<file path="config.mk">
export PLATFORM = sky130hd
export DESIGN_NAME = spi_rx_deser
export DESIGN_NICKNAME = d
export VERILOG_FILES = /design/src/rtl/spi_rx_pkg.sv /design/src/rtl/spi_rx_lane_pick.sv /design/src/rtl/spi_rx_assembler.sv /design/src/rtl/spi_rx_bit_tally.sv /design/src/rtl/spi_rx_deser.sv
export SDC_FILE = /design/constraint.sdc
export NUM_CORES = 1
export LEC_CHECK = 0
export BUFFER_PORTS_ARGS = -buffer_cell sky130_fd_sc_hd__buf_4
export CAP_MARGIN = 20
export CORE_UTILIZATION = 60
export DETAILED_ROUTE_END_ITERATION = 6
export PLACE_DENSITY = 0.95
export SLEW_MARGIN = 10
export SYNTH_ARGS = -nofsm -noshare
export SYNTH_HDL_FRONTEND = slang
export SYNTH_HIERARCHICAL = 1
export SYNTH_SLANG_ARGS = --single-unit
</file>
<file path="constraint.sdc">
create_clock -name sample_clk_i -period 3.7 [get_ports sample_clk_i]
set_input_delay 0.74 -clock sample_clk_i [delete_from_list [all_inputs] [get_ports sample_clk_i]]
set_output_delay 0.74 -clock sample_clk_i [all_outputs]
set_load 0.03 [all_outputs]
</file>
<file path="src/rtl/spi_rx_pkg.sv">
`timescale 1ns/1ps
package spi_rx_pkg;
  typedef enum logic [1:0] {
    LANE_X1  = 2'b00,
    LANE_X2  = 2'b01,
    LANE_X4  = 2'b10,
    LANE_RSV = 2'b11
  } lane_mode_e;
endpackage

</file>
<file path="src/rtl/spi_rx_lane_pick.sv">
`timescale 1ns/1ps
module spi_rx_lane_pick #(
  parameter int LANES  = 4,
  parameter int STEP_W = $clog2(LANES) + 1
) (
  input  logic [LANES-1:0]  lanes_i,
  input  logic [1:0]        mode_i,
  output logic [LANES-1:0]  chunk_o,
  output logic [STEP_W-1:0] step_o
);
  import spi_rx_pkg::*;

  lane_mode_e mode;
  assign mode = lane_mode_e'(mode_i);

  always_comb begin
    chunk_o = '0;
    step_o  = STEP_W'(1);
    case (mode)
      LANE_X2: begin
        chunk_o[1:0] = lanes_i[1:0];
        step_o       = STEP_W'(2);
      end
      LANE_X4: begin
        chunk_o = lanes_i;
        step_o  = STEP_W'(LANES);
      end
      default: begin
        chunk_o[0] = lanes_i[0];
        step_o     = STEP_W'(1);
      end
    endcase
  end
endmodule

</file>
<file path="src/rtl/spi_rx_assembler.sv">
`timescale 1ns/1ps
module spi_rx_assembler #(
  parameter int W      = 8,
  parameter int LANES  = 4,
  parameter int STEP_W = $clog2(LANES) + 1
) (
  input  logic              clk_i,
  input  logic              rst_ni,
  input  logic [LANES-1:0]  chunk_i,
  input  logic [STEP_W-1:0] step_i,
  input  logic              lsb_first_i,
  output logic [W-1:0]      word_o,
  output logic              word_vld_o
);
  localparam int FILL_W = $clog2(W) + 1;

  logic [W-1:0]      sh_q, asm_d, ext;
  logic [FILL_W-1:0] fill_q;
  logic [FILL_W:0]   fill_sum;
  logic              done;

  assign ext = W'(chunk_i);

  always_comb begin
    if (lsb_first_i) asm_d = (sh_q >> step_i) | (ext << (W - int'(step_i)));
    else             asm_d = (sh_q << step_i) | ext;
    fill_sum = (FILL_W+1)'(fill_q) + (FILL_W+1)'(step_i);
    done     = fill_sum >= (FILL_W+1)'(W);
  end

  always_ff @(posedge clk_i or negedge rst_ni) begin
    if (!rst_ni) begin
      sh_q       <= '0;
      fill_q     <= '0;
      word_o     <= '0;
      word_vld_o <= 1'b0;
    end else if (done) begin
      sh_q       <= '0;
      fill_q     <= '0;
      word_o     <= asm_d;
      word_vld_o <= 1'b1;
    end else begin
      sh_q       <= asm_d;
      fill_q     <= fill_sum[FILL_W-1:0];
      word_vld_o <= 1'b0;
    end
  end

  AST_FILL_BOUND: assert property (@(posedge clk_i) disable iff (!rst_ni)
    fill_q < FILL_W'(W));
  AST_STROBE_SINGLE: assert property (@(posedge clk_i) disable iff (!rst_ni)
    word_vld_o |=> !word_vld_o);
  AST_WORD_HOLD: assert property (@(posedge clk_i) disable iff (!rst_ni)
    !word_vld_o |-> $stable(word_o));
endmodule

</file>
<file path="src/rtl/spi_rx_bit_tally.sv">
`timescale 1ns/1ps
module spi_rx_bit_tally #(
  parameter int CNT_W = 12,
  parameter int INC_W = 3
) (
  input  logic             clk_i,
  input  logic             rst_ni,
  input  logic [INC_W-1:0] inc_i,
  output logic [CNT_W-1:0] cnt_o
);
  localparam logic [CNT_W-1:0] CNT_MAX = '1;

  logic [CNT_W:0] sum;
  assign sum = (CNT_W+1)'(cnt_o) + (CNT_W+1)'(inc_i);

  always_ff @(posedge clk_i or negedge rst_ni) begin
    if (!rst_ni)       cnt_o <= '0;
    else if (sum[CNT_W]) cnt_o <= CNT_MAX;
    else               cnt_o <= sum[CNT_W-1:0];
  end

  AST_CNT_SAT: assert property (@(posedge clk_i) disable iff (!rst_ni)
    cnt_o == CNT_MAX |=> cnt_o == CNT_MAX);
  AST_CNT_GROW: assert property (@(posedge clk_i) disable iff (!rst_ni)
    cnt_o != CNT_MAX |=> cnt_o > $past(cnt_o));
endmodule

</file>
<file path="src/rtl/spi_rx_deser.sv">
`timescale 1ns/1ps
module spi_rx_deser #(
  parameter int W     = 8,
  parameter int LANES = 4,
  parameter int CNT_W = 12
) (
  input  logic             sample_clk_i,
  input  logic             sys_rst_ni,
  input  logic             cs_ni,
  input  logic [LANES-1:0] lanes_i,
  input  logic [1:0]       lane_mode_i,
  input  logic             lsb_first_i,
  output logic [W-1:0]     word_o,
  output logic             word_vld_o,
  output logic [CNT_W-1:0] bit_cnt_o
);
  localparam int STEP_W = $clog2(LANES) + 1;

  logic              rx_rst_n;
  logic [LANES-1:0]  chunk;
  logic [STEP_W-1:0] step;

  assign rx_rst_n = sys_rst_ni & ~cs_ni;

  spi_rx_lane_pick #(.LANES(LANES), .STEP_W(STEP_W)) u_pick (
    .lanes_i (lanes_i),
    .mode_i  (lane_mode_i),
    .chunk_o (chunk),
    .step_o  (step)
  );

  spi_rx_assembler #(.W(W), .LANES(LANES), .STEP_W(STEP_W)) u_asm (
    .clk_i       (sample_clk_i),
    .rst_ni      (rx_rst_n),
    .chunk_i     (chunk),
    .step_i      (step),
    .lsb_first_i (lsb_first_i),
    .word_o      (word_o),
    .word_vld_o  (word_vld_o)
  );

  spi_rx_bit_tally #(.CNT_W(CNT_W), .INC_W(STEP_W)) u_tally (
    .clk_i  (sample_clk_i),
    .rst_ni (rx_rst_n),
    .inc_i  (step),
    .cnt_o  (bit_cnt_o)
  );

  AST_IDLE_QUIET: assert property (@(posedge sample_clk_i) disable iff (!sys_rst_ni)
    cs_ni |-> (!word_vld_o && bit_cnt_o == '0 && word_o == '0));
endmodule

</file>
==> results.json <==
{
  "status": "finished, final reports clean",
  "hold_depth": 2,
  "worstMarginPinSlew_ns": 0.8939,
  "dp.cells": 316,
  "r2r_end": "u_asm/word_o[6]$_DFFE_PN0P_",
  "syn_area_sq_mm": 0.002320,
  "cts_sinks": 33,
  "setup_viol": 0,
  "drc": 0,
  "synth-main-ff-cell": "dfrtp_1",
  "syn_avg_cell_area_sq_um": 9.430,
  "p_seq_share_pct": 36.6,
  "clockPowerShare_pct": 17.4,
  "wirelength_mm": 5.891,
  "final-max-slew-violation-count": 0,
  "postRouteAntennaNets": 0,
  "cts_tree": "yes",
  "wire_per_inst_um": 18.18,
  "netSwitchingPower_uw": 644.9,
  "dieArea_sq_mm": 0.004119,
  "worstPathRequired_ns": 3.87,
  "fin_nets": 297,
  "via_count": 2051,
  "ys_ff_latch": 33,
  "numPortBuffers": 30,
  "yosysTopAreaCell": "dfrtp_1",
  "slowest_delay_ns": 0.44,
  "regArea_sq_um": 825.8,
  "numCtsBuffers": 5,
  "syn_to_final_growth_pct": 14.46,
  "finClkSkew_ns": 0.005846,
  "antenna_found_initial": 0,
  "pwr_density_cell_mw_per_mm2": 564.2,
  "hpwl_mm": 4.078,
  "n_fill_cell": 285,
  "internal_power_uw": 853.1,
  "reg2regPathDepth": 7,
  "firstDrtPassIters": 4,
  "cp_data_arrival_time_ns": 3.16,
  "initial_core_util_pct": 62.89,
  "finalNonFillerCells": 324,
  "cts_resized": 0,
  "overflow": 0,
  "peakVddDrop_mv": 0.5614,
  "crit_type": "primary input to register",
  "cp_top_family": "adder cells",
  "fin_crit_sh_pct": 80.95,
  "root_buffer": "clkbuf_8",
  "multi_input_area_sq_mm": 0.001381,
  "grt_max_degree": 34,
  "vias_per_cell": 6.330,
  "chipHeight_um": 64.18,
  "yosys_warnings": 6,
  "layout_commonest_cell": "buf_4",
  "combPwrFrac_pct": 46.0,
  "diodes": 0,
  "swShare_pct": 43.05,
  "ys_seq_area_share_pct": 35.60,
  "stdcell_area_sq_mm": 0.002655,
  "hold_violations": 0,
  "grt_pass1_wl_mm": 9.777,
  "regToRegStartpoint": "u_asm/fill_q[0]$_DFF_PN0_",
  "place_congestion": 0.9318,
  "core_area_sq_mm": 0.003689,
  "synthTopCellsByArea": "dfrtp_1, mux2i_1, ha_1, nand2_1, nor2_1",
  "synth.top_cell.area_share_pct": 35.60,
  "min_from": "u_asm/word_o[3]$_DFFE_PN0P_",
  "synth_nets": 268,
  "floorplan.rows": 22,
  "cts_hold_buf": 0,
  "syn_inst": 246,
  "fin_tns_setup_ns": 0,
  "cts_setup_buffers": 0,
  "maxCapViolations": 0,
  "synthArstFlopShare_pct": 100.0,
  "placed_cell_area_sq_mm": 0.002575,
  "max_freq_mhz": 333.9,
  "synth_edf_count": 0,
  "clk_latency_ns": 0.28,
  "grt_pass1_vias": 2057,
  "die_w_um": 64.18,
  "rsz0062_at_grt": "false",
  "clk_pin_slew_ns": 0.07,
  "fin_util_pct": 71.98,
  "drive_gt1_share_pct": 21.74,
  "io_pins": 31,
  "drt_iter0_drc": 298,
  "track_usage_pct": 31.66,
  "holdPathEnd": "u_asm/word_o[3]$_DFFE_PN0P_",
  "cp.depth": 10,
  "post_synth_num_cell_types": 60,
  "layout_common_cells": "buf_4, dfrtp_1, nand2_1, mux2i_1, nor2_1",
  "crit_buf_inv": 3,
  "hold_class": "register to register",
  "rrSetupSlack_ns": 1.55,
  "startpoint_type": "primary input",
  "h-tree-depth": 2,
  "end_kind": "register",
  "ctsLongestPathBuffers": 2,
  "fin_crit_ns": 2.995,
  "path_max_fanout": 32,
  "slowest_stage": "fa_1",
  "crit_chain": "buf_4 -> inv_1 -> ha_1 -> buf_4 -> ha_1 -> fa_1 -> a21oi_1 -> nor2_1 -> nand2_1 -> mux2_1",
  "slew_headroom_pct": 40.28,
  "leakage_nw": 1.215
}
-- power by group through the flow --
stage / registers, mW / clock network, mW / logic, mW
floorplan: 0.669 / 0 / 0.328
global placement: 0.547 / 0 / 0.648
detailed placement: 0.551 / 0 / 0.667
CTS: 0.547 / 0.265 / 0.685
global route: 0.560 / 0.277 / 0.736
finish: 0.548 / 0.261 / 0.689
-- worst register-to-register path, stage by stage, from the launching register on --
cell     delay, ns
dfrtp_1       0.32
ha_1          0.17
inv_1         0.06
fa_1          0.39
and4_1        0.21
o21ba_2       0.28
inv_1         0.23
mux2_2        0.37
-- final cells by class --
type,count,area share (%)
Inverter,10,1.414
Multi-Input combinational cell,189,52.03
Timing Repair Buffer,36,10.18
Clock buffer,8,3.016
Tap cell,48,2.262
Sequential cell,33,31.10
-- synth_stat cells, types with 3 or more instances --
| cell type | number |
|---|---|
| nand2b_1 | 10 |
| nand3b_1 | 3 |
| nor3_1 | 5 |
| ha_1 | 10 |
| mux2i_1 | 20 |
| o21ai_0 | 10 |
| nand2_1 | 24 |
| a211oi_1 | 3 |
| buf_4 | 3 |
| or2_2 | 4 |
| a21oi_1 | 11 |
| nand3_1 | 8 |
| nor2_1 | 17 |
| clkbuf_1 | 6 |
| o221ai_1 | 3 |
| buf_2 | 3 |
| and2_1 | 5 |
| dfrtp_1 | 33 |
| o22ai_1 | 5 |
| inv_1 | 9 |
| xnor2_1 | 3 |
-- per-layer routing --
layer / up-vias / wire (um) / GRT usage, %
li1: 940 / - / -
met1: 995 / 2450 / 39.31
met2: 90 / 2866 / 52.53
met3: 26 / 358 / 4.643
met4: 0 / 216 / 18.06
met5: - / 0 / 0
-- registers in the layout, summed over array words and instances (netlist names) --
signal,flops
u_tally/cnt_o,12
u_asm/fill_q,4
u_asm/word_vld_o,1
u_asm/sh_q,8
u_asm/word_o,8
-- worst max path at each step --
| stage | startpoint | endpoint | slack [ns] |
|---|---|---|---|
| global placement | lane_mode_i[0] | u_tally/cnt_o[8]$_DFF_PN0_ | 0.66 |
| detailed placement | lane_mode_i[0] | u_tally/cnt_o[8]$_DFF_PN0_ | 0.53 |
| global route | lane_mode_i[0] | u_tally/cnt_o[8]$_DFF_PN0_ | 0.61 |
| finish | lane_mode_i[0] | u_tally/cnt_o[8]$_DFF_PN0_ | 0.70 |
| CTS | lane_mode_i[0] | u_tally/cnt_o[8]$_DFF_PN0_ | 0.76 |
| floorplan | lane_mode_i[1] | u_asm/word_o[6]$_DFFE_PN0P_ | 0.60 |
-- through the flow --
step	power (mW)	worst slack [ns]	hold WS, ns
6_report	1.498	0.7049	0.5130
5_1_grt	1.573	0.6135	0.5191
4_1_cts	1.497	0.7647	0.5202
3_5_place_dp	1.218	0.5295	0.4911
3_3_place_gp	1.195	0.6602	0.4950
2_1_floorplan	0.9973	0.6037	0.5392
-- cells by family after synthesis --
kind of cell,count (synthesis),share of synthesized area [%]
AO/OA/AOI/OAI,55,16.29
XOR/XNOR,5,1.888
adder cells (fa/ha/maj),12,7.120
buffers and inverters,24,4.854
flip-flops,33,35.60
multiplexers,26,12.35
other,1,0.1617
AND/OR/NAND/NOR,90,21.74
No activity file was read; power rests on OpenSTA's default activity.
